**config.mk**
```make
export PLATFORM = sky130hd
export DESIGN_NAME = fs_ratio_tracker
export DESIGN_NICKNAME = d
export VERILOG_FILES = /design/src/rtl/fsrt_pkg.sv /design/src/rtl/fsrt_edge_sync.sv /design/src/rtl/fsrt_period_class.sv /design/src/rtl/fsrt_sample_timer.sv /design/src/rtl/fs_ratio_tracker.sv
export SDC_FILE = /design/constraint.sdc
export NUM_CORES = 1
export LEC_CHECK = 0
export ABC_AREA = 0
export BUFFER_PORTS_ARGS = -buffer_cell sky130_fd_sc_hd__buf_2
export CORE_UTILIZATION = 64
export CTS_BUF_LIST = sky130_fd_sc_hd__clkbuf_4 sky130_fd_sc_hd__clkbuf_8
export DETAILED_ROUTE_END_ITERATION = 7
export GPL_ROUTABILITY_DRIVEN = 0
export PLACE_DENSITY = 0.86
export SKIP_CTS_REPAIR_TIMING = 1
export SYNTH_ARGS = -nofsm -noshare
export SYNTH_HDL_FRONTEND = slang
export SYNTH_SLANG_ARGS = --single-unit
```
**constraint.sdc**
```tcl
create_clock -name clk -period 2.7 [get_ports clk]
set_clock_uncertainty 0.2 [all_clocks]
set_input_delay 0.54 -clock clk [delete_from_list [all_inputs] [get_ports clk]]
set_output_delay 0.54 -clock clk [all_outputs]
set_load 0.01 [all_outputs]
```
**src/rtl/fsrt_pkg.sv**
```systemverilog
package fsrt_pkg;

    typedef enum logic [1:0] {
        CLS_BAD = 2'd0,
        CLS_LO  = 2'd1,
        CLS_HI  = 2'd2
    } ratio_cls_e;

    typedef enum logic [1:0] {
        ST_INIT    = 2'd0,
        ST_ACQUIRE = 2'd1,
        ST_RESYNC  = 2'd2,
        ST_RUN     = 2'd3
    } trk_state_e;

endpackage

```
**src/rtl/fsrt_edge_sync.sv**
```systemverilog
module fsrt_edge_sync #(
    parameter int STAGES = 2
) (
    input  logic clk,
    input  logic rst_n,
    input  logic async_in,
    output logic rise
);
    logic [STAGES-1:0] sync_q;
    logic              last_q;

    always_ff @(posedge clk or negedge rst_n) begin
        if (!rst_n) begin
            sync_q <= '0;
            last_q <= 1'b0;
        end else begin
            sync_q <= {sync_q[STAGES-2:0], async_in};
            last_q <= sync_q[STAGES-1];
        end
    end

    assign rise = sync_q[STAGES-1] & ~last_q;
endmodule

```
**src/rtl/fsrt_period_class.sv**
```systemverilog
module fsrt_period_class
    import fsrt_pkg::*;
#(
    parameter int RATIO_LO  = 256,
    parameter int RATIO_HI  = 384,
    parameter int RATIO_TOL = 4
) (
    input  logic       clk,
    input  logic       rst_n,
    input  logic       edge_rise,
    output ratio_cls_e cls,
    output logic       confirm
);
    localparam int CW = $clog2(RATIO_HI + RATIO_TOL + 2);
    localparam logic [CW-1:0] LO_MIN = CW'(RATIO_LO - RATIO_TOL);
    localparam logic [CW-1:0] LO_MAX = CW'(RATIO_LO + RATIO_TOL);
    localparam logic [CW-1:0] HI_MIN = CW'(RATIO_HI - RATIO_TOL);
    localparam logic [CW-1:0] HI_MAX = CW'(RATIO_HI + RATIO_TOL);
    localparam logic [CW-1:0] CNT_MAX = {CW{1'b1}};

    logic [CW-1:0] per_cnt;
    logic          seen_edge;
    ratio_cls_e    prev_cls;
    ratio_cls_e    cls_now;

    always_comb begin
        if (!seen_edge)
            cls_now = CLS_BAD;
        else if (per_cnt >= LO_MIN && per_cnt <= LO_MAX)
            cls_now = CLS_LO;
        else if (per_cnt >= HI_MIN && per_cnt <= HI_MAX)
            cls_now = CLS_HI;
        else
            cls_now = CLS_BAD;
    end

    always_ff @(posedge clk or negedge rst_n) begin
        if (!rst_n) begin
            per_cnt   <= '0;
            seen_edge <= 1'b0;
            prev_cls  <= CLS_BAD;
        end else if (edge_rise) begin
            per_cnt   <= CW'(1);
            seen_edge <= 1'b1;
            prev_cls  <= cls_now;
        end else if (per_cnt != CNT_MAX) begin
            per_cnt   <= per_cnt + CW'(1);
        end
    end

    assign cls     = cls_now;
    assign confirm = edge_rise && (cls_now != CLS_BAD) && (cls_now == prev_cls);
endmodule

```
**src/rtl/fsrt_sample_timer.sv**
```systemverilog
module fsrt_sample_timer #(
    parameter int RATIO_LO   = 256,
    parameter int RATIO_HI   = 384,
    parameter int BCK_PER_FS = 32
) (
    input  logic                          clk,
    input  logic                          rst_n,
    input  logic                          use_hi,
    input  logic                          realign,
    input  logic                          bclk_rise,
    output logic                          stb,
    output logic [$clog2(BCK_PER_FS):0]   bit_err
);
    localparam int TW = $clog2(RATIO_HI);
    localparam int BW = $clog2(BCK_PER_FS);
    localparam logic [TW-1:0] LAST_LO = TW'(RATIO_LO - 1);
    localparam logic [TW-1:0] LAST_HI = TW'(RATIO_HI - 1);
    localparam logic [BW:0]   HALF    = (BW+1)'(BCK_PER_FS / 2);
    localparam logic [BW:0]   FULL    = (BW+1)'(BCK_PER_FS);

    logic [TW-1:0] smp_cnt;
    logic [BW-1:0] bit_cnt;
    logic [TW-1:0] last;
    logic [BW:0]   bit_ext;
    logic [BW-1:0] rise_inc;

    assign last     = use_hi ? LAST_HI : LAST_LO;
    assign stb      = (smp_cnt >= last);
    assign rise_inc = {{(BW-1){1'b0}}, bclk_rise};
    assign bit_ext  = {1'b0, bit_cnt};
    assign bit_err  = (bit_ext <= HALF) ? bit_ext : (FULL - bit_ext);

    always_ff @(posedge clk or negedge rst_n) begin
        if (!rst_n) begin
            smp_cnt <= '0;
            bit_cnt <= '0;
        end else begin
            smp_cnt <= (realign || stb) ? '0 : smp_cnt + TW'(1);
            bit_cnt <= (realign || stb) ? rise_inc : bit_cnt + rise_inc;
        end
    end
endmodule

```
**src/rtl/fs_ratio_tracker.sv**
```systemverilog
module fs_ratio_tracker
    import fsrt_pkg::*;
#(
    parameter int RATIO_LO    = 256,
    parameter int RATIO_HI    = 384,
    parameter int RATIO_TOL   = 4,
    parameter int BCK_PER_FS  = 32,
    parameter int PHASE_LIMIT = 6,
    parameter int INIT_CYCLES = 1024,
    parameter int SYNC_STAGES = 2
) (
    input  logic clk,
    input  logic pwr_good,
    input  logic wclk_in,
    input  logic bclk_in,
    output logic ratio_hi,
    output logic ratio_locked,
    output logic sample_stb,
    output logic force_mid
);
    localparam int EW = $clog2(BCK_PER_FS) + 1;
    localparam int IW = $clog2(INIT_CYCLES);
    localparam logic [EW-1:0] ERR_LIM   = EW'(PHASE_LIMIT);
    localparam logic [IW-1:0] INIT_LAST = IW'(INIT_CYCLES - 1);

    logic          w_rise;
    logic          b_rise;
    ratio_cls_e    w_cls;
    logic          w_confirm;
    logic [EW-1:0] bit_err;
    logic          stb;
    trk_state_e    state_q, state_n;
    logic          realign;
    logic          load_ratio;
    logic          hi_q;
    logic [IW-1:0] init_cnt;
    logic          cls_match;

    fsrt_edge_sync #(.STAGES(SYNC_STAGES)) u_wsync (
        .clk(clk), .rst_n(pwr_good), .async_in(wclk_in), .rise(w_rise)
    );

    fsrt_edge_sync #(.STAGES(SYNC_STAGES)) u_bsync (
        .clk(clk), .rst_n(pwr_good), .async_in(bclk_in), .rise(b_rise)
    );

    fsrt_period_class #(
        .RATIO_LO(RATIO_LO), .RATIO_HI(RATIO_HI), .RATIO_TOL(RATIO_TOL)
    ) u_class (
        .clk(clk), .rst_n(pwr_good), .edge_rise(w_rise),
        .cls(w_cls), .confirm(w_confirm)
    );

    fsrt_sample_timer #(
        .RATIO_LO(RATIO_LO), .RATIO_HI(RATIO_HI), .BCK_PER_FS(BCK_PER_FS)
    ) u_timer (
        .clk(clk), .rst_n(pwr_good), .use_hi(hi_q), .realign(realign),
        .bclk_rise(b_rise), .stb(stb), .bit_err(bit_err)
    );

    assign cls_match = (w_cls == (hi_q ? CLS_HI : CLS_LO));

    // Next-state decisions
    always_comb begin
        state_n    = state_q;
        realign    = 1'b0;
        load_ratio = 1'b0;
        unique case (state_q)
            ST_INIT: begin
                if (init_cnt == INIT_LAST)
                    state_n = ST_ACQUIRE;
            end
            ST_ACQUIRE: begin
                if (w_confirm) begin
                    state_n    = ST_RESYNC;
                    realign    = 1'b1;
                    load_ratio = 1'b1;
                end
            end
            ST_RESYNC: begin
                if (w_rise && !cls_match)
                    state_n = ST_ACQUIRE;
                else if (stb)
                    state_n = ST_RUN;
            end
            ST_RUN: begin
                if (w_rise && !cls_match) begin
                    state_n = ST_ACQUIRE;
                end else if (w_rise && (bit_err > ERR_LIM)) begin
                    state_n = ST_RESYNC;
                    realign = 1'b1;
                end
            end
            default: state_n = ST_INIT;
        endcase
    end

    // State register
    always_ff @(posedge clk or negedge pwr_good) begin
        if (!pwr_good) begin
            state_q  <= ST_INIT;
            hi_q     <= 1'b0;
            init_cnt <= '0;
        end else begin
            state_q <= state_n;
            if (load_ratio)
                hi_q <= (w_cls == CLS_HI);
            if (state_q == ST_INIT)
                init_cnt <= init_cnt + IW'(1);
        end
    end

    // Outputs
    always_comb begin
        force_mid    = (state_q != ST_RUN);
        ratio_locked = (state_q == ST_RESYNC) || (state_q == ST_RUN);
        ratio_hi     = hi_q;
        sample_stb   = stb;
    end
endmodule

```
# After elaboration in Yosys (flattened, before gate mapping)
# Cells that the tools add are included.
[totals] ff_bits=45 inputBits=4 output_inout_bits=4 word_cells=76
[op_classes] n_addsub=5 magnitude_cmp=7 n_eq_ne=13 muxes=22 n_bitwise=4 reduce_logical=13
[ops] op="$mux 9" count=4
[ops] op="$mux 2" count=10
[ops] op="$add 9x1->9 const B" count=2
[ops] op="$le 9x9->1 const B" count=2
[ops] op="$add 10x1->10 const B" count=1
[ops] op="$eq 10x10->1 const B" count=1
[ops] op="$ge 9x8->1 const B" count=1
[ops] op="$ge 9x9->1" count=1
[ops] op="$ge 9x9->1 const B" count=1
[ops] op="$ne 9x9->1 const B" count=1
[ops] op="$pmux 2 s4" count=1
[ops] op="$eq 2x2->1 const B" count=3
[ops] op="$gt 6x3->1 const B" count=1
[ops] op="$logic_and 1x1->1" count=6
[ops] op="$mux 6" count=1
[ops] op="$sub 6x5->6 const A" count=1
[ops] op="$add 5x1->5" count=1
[ops] op="$le 5x5->1 const B" count=1
[ops] op="$mux 5" count=1
[ops] op="$eq 2x2->1" count=2
[ops] op="$mux 1" count=4
[ops] op="$ne 2x2->1 const B" count=2
[ops] op="$reduce_and 4->1" count=1
[ops] op="$reduce_bool 2->1" count=2
[ops] op="10 further kinds" count=13

# Logic depth before layout (Yosys ltp)
# Gate-level depths: netlist of the first run.
[depth] word_depth=12 mapped_depth=9 mapped_depth_nobuf=8

# Cells and area by module
# A second synthesis of the first run with hierarchy kept.
[hier_totals] hier_cells=230 area_unflattened_um2=2411.1
[by_module_without_submodules] mod="fsrt_sample_timer" n_inst=1 cells_each=93 area_each_um2=907.1 seq_area_each_um2=350.3
[by_module_without_submodules] mod="fsrt_period_class" n_inst=1 cells_each=67 area_each_um2=691.9 seq_area_each_um2=300.3
[by_module_without_submodules] mod="fs_ratio_tracker" n_inst=1 cells_each=62 area_each_um2=634.4 seq_area_each_um2=325.3
[by_module_without_submodules] mod="fsrt_edge_sync" n_inst=2 cells_each=4 area_each_um2=88.8 seq_area_each_um2=75.1

# Worst setup path before layout of the first run
# Ideal clock, no wire load.
[synth_timing] kind="register to register" startpoint="register u_class.per_cnt[4]" endpoint="register u_timer.bit_cnt[0]" setup_ps=125 arrival_time_ps=2117 required_time_ps=2375 setup_slack_ps=258 path_stages_with_launch=7 path_buffers=0 synth_period_minus_slack_ps=2442 cell_sequence="dfrtp_1 -> or4_4 -> or3b_4 -> a211oi_2 -> o211ai_2 -> nand3b_4 -> mux2_4"
[synth_via] elab_chain_cells=12 word_cells_on_any_way=21 classes_between="order compare (4); eq/ne (2); mux (7); reduce/logical (8)"
[synth_rtl] element="start: declaration" line="fsrt_period_class.sv:21" text="logic [CW-1:0] per_cnt;"
[synth_rtl] element="start signal: assignment" line="fsrt_period_class.sv:47" text="per_cnt <= per_cnt + CW'(1);"
[synth_rtl] element="$ge 9x9->1 / $le 9x9->1 (equally long branches)" line="fsrt_period_class.sv:31" text="else if (per_cnt >= HI_MIN && per_cnt <= HI_MAX)"
[synth_rtl] element="$logic_and 1x1->1" line="fsrt_period_class.sv:31"
[synth_rtl] element="$mux 2" line="fsrt_period_class.sv:31"
[synth_rtl] element="$mux 2 *" line="fsrt_period_class.sv:29" text="else if (per_cnt >= LO_MIN && per_cnt <= LO_MAX)"
[synth_rtl] element="$mux 2 *" line="fsrt_period_class.sv:27" text="if (!seen_edge)"
[synth_rtl] element="$eq 2x2->1 / $reduce_bool 2->1 (equally long branches)" line="fs_ratio_tracker.sv:61, fsrt_period_class.sv:52"
[synth_rtl] element="$logic_not 1->1 / $logic_and 1x1->1 (equally long branches)" line="fs_ratio_tracker.sv:87, fsrt_period_class.sv:52"
[synth_rtl] element="$logic_and 1x1->1, on equally long branches" line="fs_ratio_tracker.sv:87, fsrt_period_class.sv:52"
[synth_rtl] element="$mux 1, on equally long branches" line="fs_ratio_tracker.sv:87, fs_ratio_tracker.sv:74"
[synth_rtl] element="$pmux 1 s2 *" line="fs_ratio_tracker.sv:68" text="unique case (state_q)"
[synth_rtl] element="$logic_or 1x1->1 *" line="fsrt_sample_timer.sv:39" text="bit_cnt <= (realign || stb) ? rise_inc : bit_cnt + rise_inc;"
[synth_rtl] element="$mux 5 *" line="fsrt_sample_timer.sv:39"
[synth_rtl] element="end signal: assignment" line="fsrt_sample_timer.sv:39"
[synth_rtl] element="end: declaration" line="fsrt_sample_timer.sv:22" text="logic [BW-1:0] bit_cnt;"
# Every way passes the cells marked *; elsewhere a longest branch is shown, timed or not.
# A chain may end at the register's enable or synchronous reset.

# Worst setup path after layout of the first run
# Ends and elaborated chain as after synthesis.

==> results.yml, run 1 <==
status:
  status: "finished, violations left"
  violations: "hold timing"
synth:
  synth_fp_nets: 233
  synth_enable_flop_cells: 0
  synth_cell_types: 43
  ys_ff_latch: 45
  synthArstFlopShare_pct: 100
  yosysWarningCount: 0
  post_synth.cell_area_avg_um2: 10.3
  synth_cells: 219
  ys.flop_type: "dfrtp_1"
  syn-cell-area_um2: 2260
  seq_area_frac_synth_pct: 49.9
layout:
  final_cell_mix: "dfrtp_1 (45), nor2_1 (30), nand2_1 (17), xnor2_1 (13), xor2_1 (13)"
  syn_to_final_growth_pct: 7.65
  fin_area_um2: 2430
  num_antenna_cells: 0
  fillers: 267
  final_cells: 279
  fin_nets: 247
  drive_gt1_share_pct: 12.4
  layout_commonest_cell: "dfrtp_1"
sta:
  slew_viol_final: 0
  tightest_slew_ns: 0.743
  slew_headroom_pct: 50.4
  hold_ws_ns: -0.0364
  layout_min_cycle_time_ns: 2.53
  timing.final.hold_violations: 24
  max_freq_mhz: 396
  timing.final.crit_share_pct: 93.6
  rsz0062_at_grt: "false"
  setup_viol: 0
  finalSetupTns_ns: 0
routing:
  drc: 0
  wirelength_um: 3900
  viasPerCell: 5.65
  ant_nets: 0
  drt_pass1_iterations: 5
  routedWlPerCell_um: 14.0
  drt_iter0_markers: 62
  dr_total_vias: 1576
critical_path:
  r2r-end: "u_timer.bit_cnt[0]$_DFF_PN0_"
  reg2reg_depth: 6
  r2r_setup_slack_ns: 0.17
  required_ns: 2.75
  critical_path_class: "reg -> reg"
  end_kind: "register"
  critPathLaunchType: "register"
  worstPathMaxFanout: 5
  r2r-start: "u_class.per_cnt[4]$_DFFE_PN0P_"
  cp.arrival_ns: 2.58
power_and_ir_drop:
  total_power_mw: 1.50
  ir_drop_mv: 0.474
  powerDensity_nw_per_um2: 618
  leakage_nw: 1.10
global_routing:
  grt_pass1_wl_um: 6280
  grt_pass1_vias: 1461
  grt_use_total_pct: 23.6
  grt_max_degree: 27
  grt.overflow.total: 0
  antenna_found_initial: 0
cts:
  cts_buffer_depth: 2
  cts_buffers: 5
  cts_tree: "yes"
  cts_root_buf: "clkbuf_4"
  numClockSinks: 45
  clkTransAtPathRegs_ns: 0.13
  h-tree-depth: 2
  clk_latency_ns: 0.35
floorplanning:
  initial_utilization_pct: 67.1
  die_area_um2: 3770
  core_um2: 3360
  ios: 8
  die_y_um: 61.4
  rows: 21
  chipWidth_um: 61.4
placed_design:
  dp_hpwl_um: 2830
  io_buffers: 7
  placed_area_um2: 2360
  dpl.cell_count: 272
worst_hold_path:
  hold_path.class: "in -> async"
run:
  maxCapViolations: 0
flip-flops by register name (all words and copies together) (netlist names), 2 cells and up:
signal and count:
init_cnt 10, u_class.per_cnt 9, u_timer.smp_cnt 9, u_timer.bit_cnt 5, state_q 2, u_bsync.sync_q 2, u_class.prev_cls 2, u_wsync.sync_q 2
cells by family after synthesis:
logic type / synth area share (%)
compound gates: 8.65
xor+xnor: 10.1
fa+ha+maj: 5.55
buf+inv: 3.16
flops: 49.9
mux: 2.55
simple gates: 20.1
per-stage QoR:
step | worst slack, ns | utilization [%]
2_1_floorplan | 0.258 | -
3_3_place_gp | 0.252 | 70.1
3_5_place_dp | 0.179 | 70.1
4_1_cts | 0.167 | 72.2
5_1_grt | 0.0369 | 72.2
6_report | 0.172 | 72.2
how the worst max path moves through the flow:
stage                                         endpoint  cells after the start                      startpoint  slack (ns)
after CTS                 u_timer.bit_cnt[0]$_DFF_PN0_                      6  u_class.per_cnt[4]$_DFFE_PN0P_        0.17
after global placement    u_timer.bit_cnt[0]$_DFF_PN0_                      6  u_class.per_cnt[4]$_DFFE_PN0P_        0.25
after global routing                        sample_stb                      6            ratio_hi$_DFFE_PN0P_        0.04
after detailed placement  u_timer.bit_cnt[0]$_DFF_PN0_                      6  u_class.per_cnt[4]$_DFFE_PN0P_        0.18
after floorplan           u_timer.bit_cnt[0]$_DFF_PN0_                      6  u_class.per_cnt[4]$_DFFE_PN0P_        0.26
final                     u_timer.bit_cnt[0]$_DFF_PN0_                      6  u_class.per_cnt[4]$_DFFE_PN0P_        0.17
cell usage after synthesis (2+ instances only):
cell	number	area, um2
a21oi_1	7	35.0
and3_1	5	31.3
clkbuf_1	3	11.3
dfrtp_1	45	1130
ha_1	10	125
inv_1	11	41.3
mux2i_1	2	20.0
nand2_1	17	63.8
nand2b_1	3	18.8
nand3_1	12	60.1
nand4_1	6	37.5
nor2_1	30	113
nor2b_1	3	18.8
nor3_1	2	10.0
o211ai_1	2	15.0
o21a_1	2	15.0
o21ai_0	6	30.0
o22ai_1	2	12.5
o31ai_1	2	15.0
or3_1	2	12.5
xnor2_1	13	114
xor2_1	13	114
routing by layer:
layer	routed length (um)	track usage, %
met3	136	6.72
met1	1720	28.2
met4	72	8.89
met2	1980	40.8
met5	0	0
worst max-delay path, cell delays in order, from the launching register on:
cell and delay, ns:
dfrtp_1 0.44, or4_4 0.56, or3b_4 0.40, a211oi_2 0.26, o211ai_2 0.16, nand3b_4 0.12, mux2_4 0.29
power breakdown:
part | total [mW] | leakage, nW | switching [mW] | internal (mW)
logic | 0.273 | 0.498 | 0.141 | 0.132
registers | 0.832 | 0.565 | 0.0942 | 0.738
clock network | 0.395 | 0.0410 | 0.206 | 0.189
total | 1.50 | 1.10 | 0.442 | 1.06
area by class of cell:
| cell class | instances | area [um2] | share of cell area (%) |
|---|---|---|---|
| Tap cell | 46 | 57.6 | 2.37 |
| Sequential cell | 45 | 1130 | 46.4 |
| Multi-Input combinational cell | 158 | 1060 | 43.6 |
| Clock inverter | 2 | 35.0 | 1.44 |
| Timing Repair Buffer | 12 | 72.6 | 2.99 |
| Clock buffer | 5 | 37.5 | 1.55 |
| Inverter | 11 | 41.3 | 1.70 |
(Power assumes the default switching activity.)
==> inputs of run 2 (changes only) <==
- CORE_MARGIN: not set -> 3
- SLEW_MARGIN: not set -> 10
==> run 2 against run 1 <==
  * The flow now finishes without violations
  * Worst hold slack gained 0.13 ns
  * Critical endpoint unchanged
  * Combinational power barely moved
  * Wire length up 2.9%
  * Non-clock buffer count unchanged
  * Largest cell class unchanged
==> results.yml, run 2 (synthesis gave the netlist of run 1 again) <==
sta:
  layout_min_cycle_time_ns: 2.57
  slew_headroom_pct: 51.4
  setup_viol: 0
  rsz0062_at_grt: "false"
  max_freq_mhz: 389
  slew_viol_final: 0
  finalSetupTns_ns: 0
  timing.final.crit_share_pct: 95.3
  tightest_slew_ns: 0.728
  final.setup.worst_slack_ns: 0.127
  timing.final.hold_violations: 0
critical_path:
  r2r-start: "u_class.per_cnt[4]$_DFFE_PN0P_"
  crit_slowest_cell: "or4_4"
  end_kind: "register"
  reg2reg_depth: 6
  cp.arrival_ns: 2.63
  crit_chain: "or4_4 > or3b_4 > a21oi_1 > o211ai_2 > nand3b_4 > mux2_4"
  critical_path_class: "reg -> reg"
  r2r_setup_slack_ns: 0.13
  r2r-end: "u_timer.bit_cnt[0]$_DFF_PN0_"
  worstPathMaxFanout: 5
  required_ns: 2.76
  slowest_delay_ns: 0.56
  critPathLaunchType: "register"
  path_buf_inv: 0
  crit_family: "simple AND/OR/NAND/NOR gates"
  cp.depth: 6
cts:
  cts_buffer_depth: 2
  cts_root_buf: "clkbuf_4"
  h-tree-depth: 2
  cts_buffers: 5
  clkTransAtPathRegs_ns: 0.13
  numClockSinks: 45
  cts_tree: "yes"
  clk_latency_ns: 0.36
floorplanning:
  chipWidth_um: 65.4
  ios: 8
  die_area_um2: 4270
  initial_utilization_pct: 70.4
  rows: 20
  die_y_um: 65.4
  core_um2: 3200
layout:
  drive_gt1_share_pct: 12.4
  final_cell_mix: "dfrtp_1 (44), nor2_1 (30), nand2_1 (17), xnor2_1 (13), xor2_1 (13)"
  top_regs: "init_cnt (10), u_class.per_cnt (9), u_timer.smp_cnt (9)"
  fin_nets: 247
  num_antenna_cells: 0
  fillers: 241
  largest_register_ffs: 10
  regMostFlops: "init_cnt"
  post-route-util_pct: 75.4
  layout_commonest_cell: "dfrtp_1"
  syn_to_final_growth_pct: 7.10
power_and_ir_drop:
  ir_drop_mv: 0.461
  powerDensity_nw_per_um2: 595
  total_power_mw: 1.44
  leakage_nw: 1.09
routing:
  ant_nets: 0
  dr_total_vias: 1628
  routedWlPerCell_um: 14.5
  drt_iter0_markers: 110
  drt_pass1_iterations: 5
  drc: 0
  wirelength_um: 4010
  viasPerCell: 5.88
status:
  status: "finished, final reports clean"
placed_design:
  dp_hpwl_um: 3090
  pre_cts_slack_ns: 0.148
  io_buffers: 7
global_routing:
  grt_max_degree: 19
  antenna_found_initial: 0
  grt_pass1_vias: 1652
  grt_pass1_wl_um: 7620
  grt_use_total_pct: 22.9
  grt.overflow.total: 0
worst_hold_path:
  hp-start: "wclk_in"
  hold_depth: 1
  hold_path.class: "in -> reg"
  hold-path-endpoint: "u_wsync.sync_q[0]$_DFF_PN0_"
run:
  maxCapViolations: 0
## run 2: final cells by class
| cell class | count | area, um2 | share of cell area [%] |
|---|---|---|---|
| Tap cell | 44 | 55.1 | 2.28 |
| Inverter | 11 | 41.3 | 1.71 |
| Timing Repair Buffer | 12 | 75.1 | 3.11 |
| Clock inverter | 1 | 7.51 | 0.311 |
| Multi-Input combinational cell | 158 | 1060 | 43.8 |
| Sequential cell | 45 | 1130 | 46.7 |
| Clock buffer | 6 | 51.3 | 2.12 |
## run 2: routing by layer
layer | track usage [%] | vias up | wire length, um | share of wire, %
met5 | 0 | - | 0 | 0
met4 | 7.51 | 0 | 64 | 1.6
met3 | 4.44 | 10 | 174 | 4.3
met2 | 37.4 | 42 | 2060 | 51
met1 | 30.8 | 794 | 1710 | 43
li1 | - | 782 | - | -
## run 2: worst max-delay path by stage
stage / start / endpoint / slack, ns
4_1_cts: u_class.per_cnt[4]$_DFFE_PN0P_ / u_timer.bit_cnt[0]$_DFF_PN0_ / 0.16
2_1_floorplan: u_class.per_cnt[4]$_DFFE_PN0P_ / u_timer.bit_cnt[0]$_DFF_PN0_ / 0.26
6_report: u_class.per_cnt[4]$_DFFE_PN0P_ / u_timer.bit_cnt[0]$_DFF_PN0_ / 0.13
3_5_place_dp: u_class.per_cnt[4]$_DFFE_PN0P_ / u_timer.bit_cnt[0]$_DFF_PN0_ / 0.15
3_3_place_gp: u_class.per_cnt[4]$_DFFE_PN0P_ / u_timer.bit_cnt[0]$_DFF_PN0_ / 0.24
5_1_grt: ratio_hi$_DFFE_PN0P_ / sample_stb / 0.002
## run 2: power breakdown
group	internal (mW)	switching [mW]	total [mW]
logic	0.131	0.145	0.276
registers	0.738	0.0950	0.833
clock network	0.122	0.205	0.328
## run 2: worst register-to-register path: stages, from the launching register on
cell and delay, ns:
dfrtp_1 0.44, or4_4 0.57, or3b_4 0.41, a21oi_1 0.27, o211ai_2 0.18, nand3b_4 0.12
mux2_4 0.30
## run 2: stage by stage
step           hold slack (ns)  area (um2)  cells
2_1_floorplan           0.0444        2260    219
3_3_place_gp             0.134        2350    269
3_5_place_dp             0.135        2350    269
4_1_cts                 -0.150        2400    276
5_1_grt                 0.0759        2420    277
6_report                0.0922        2420    277
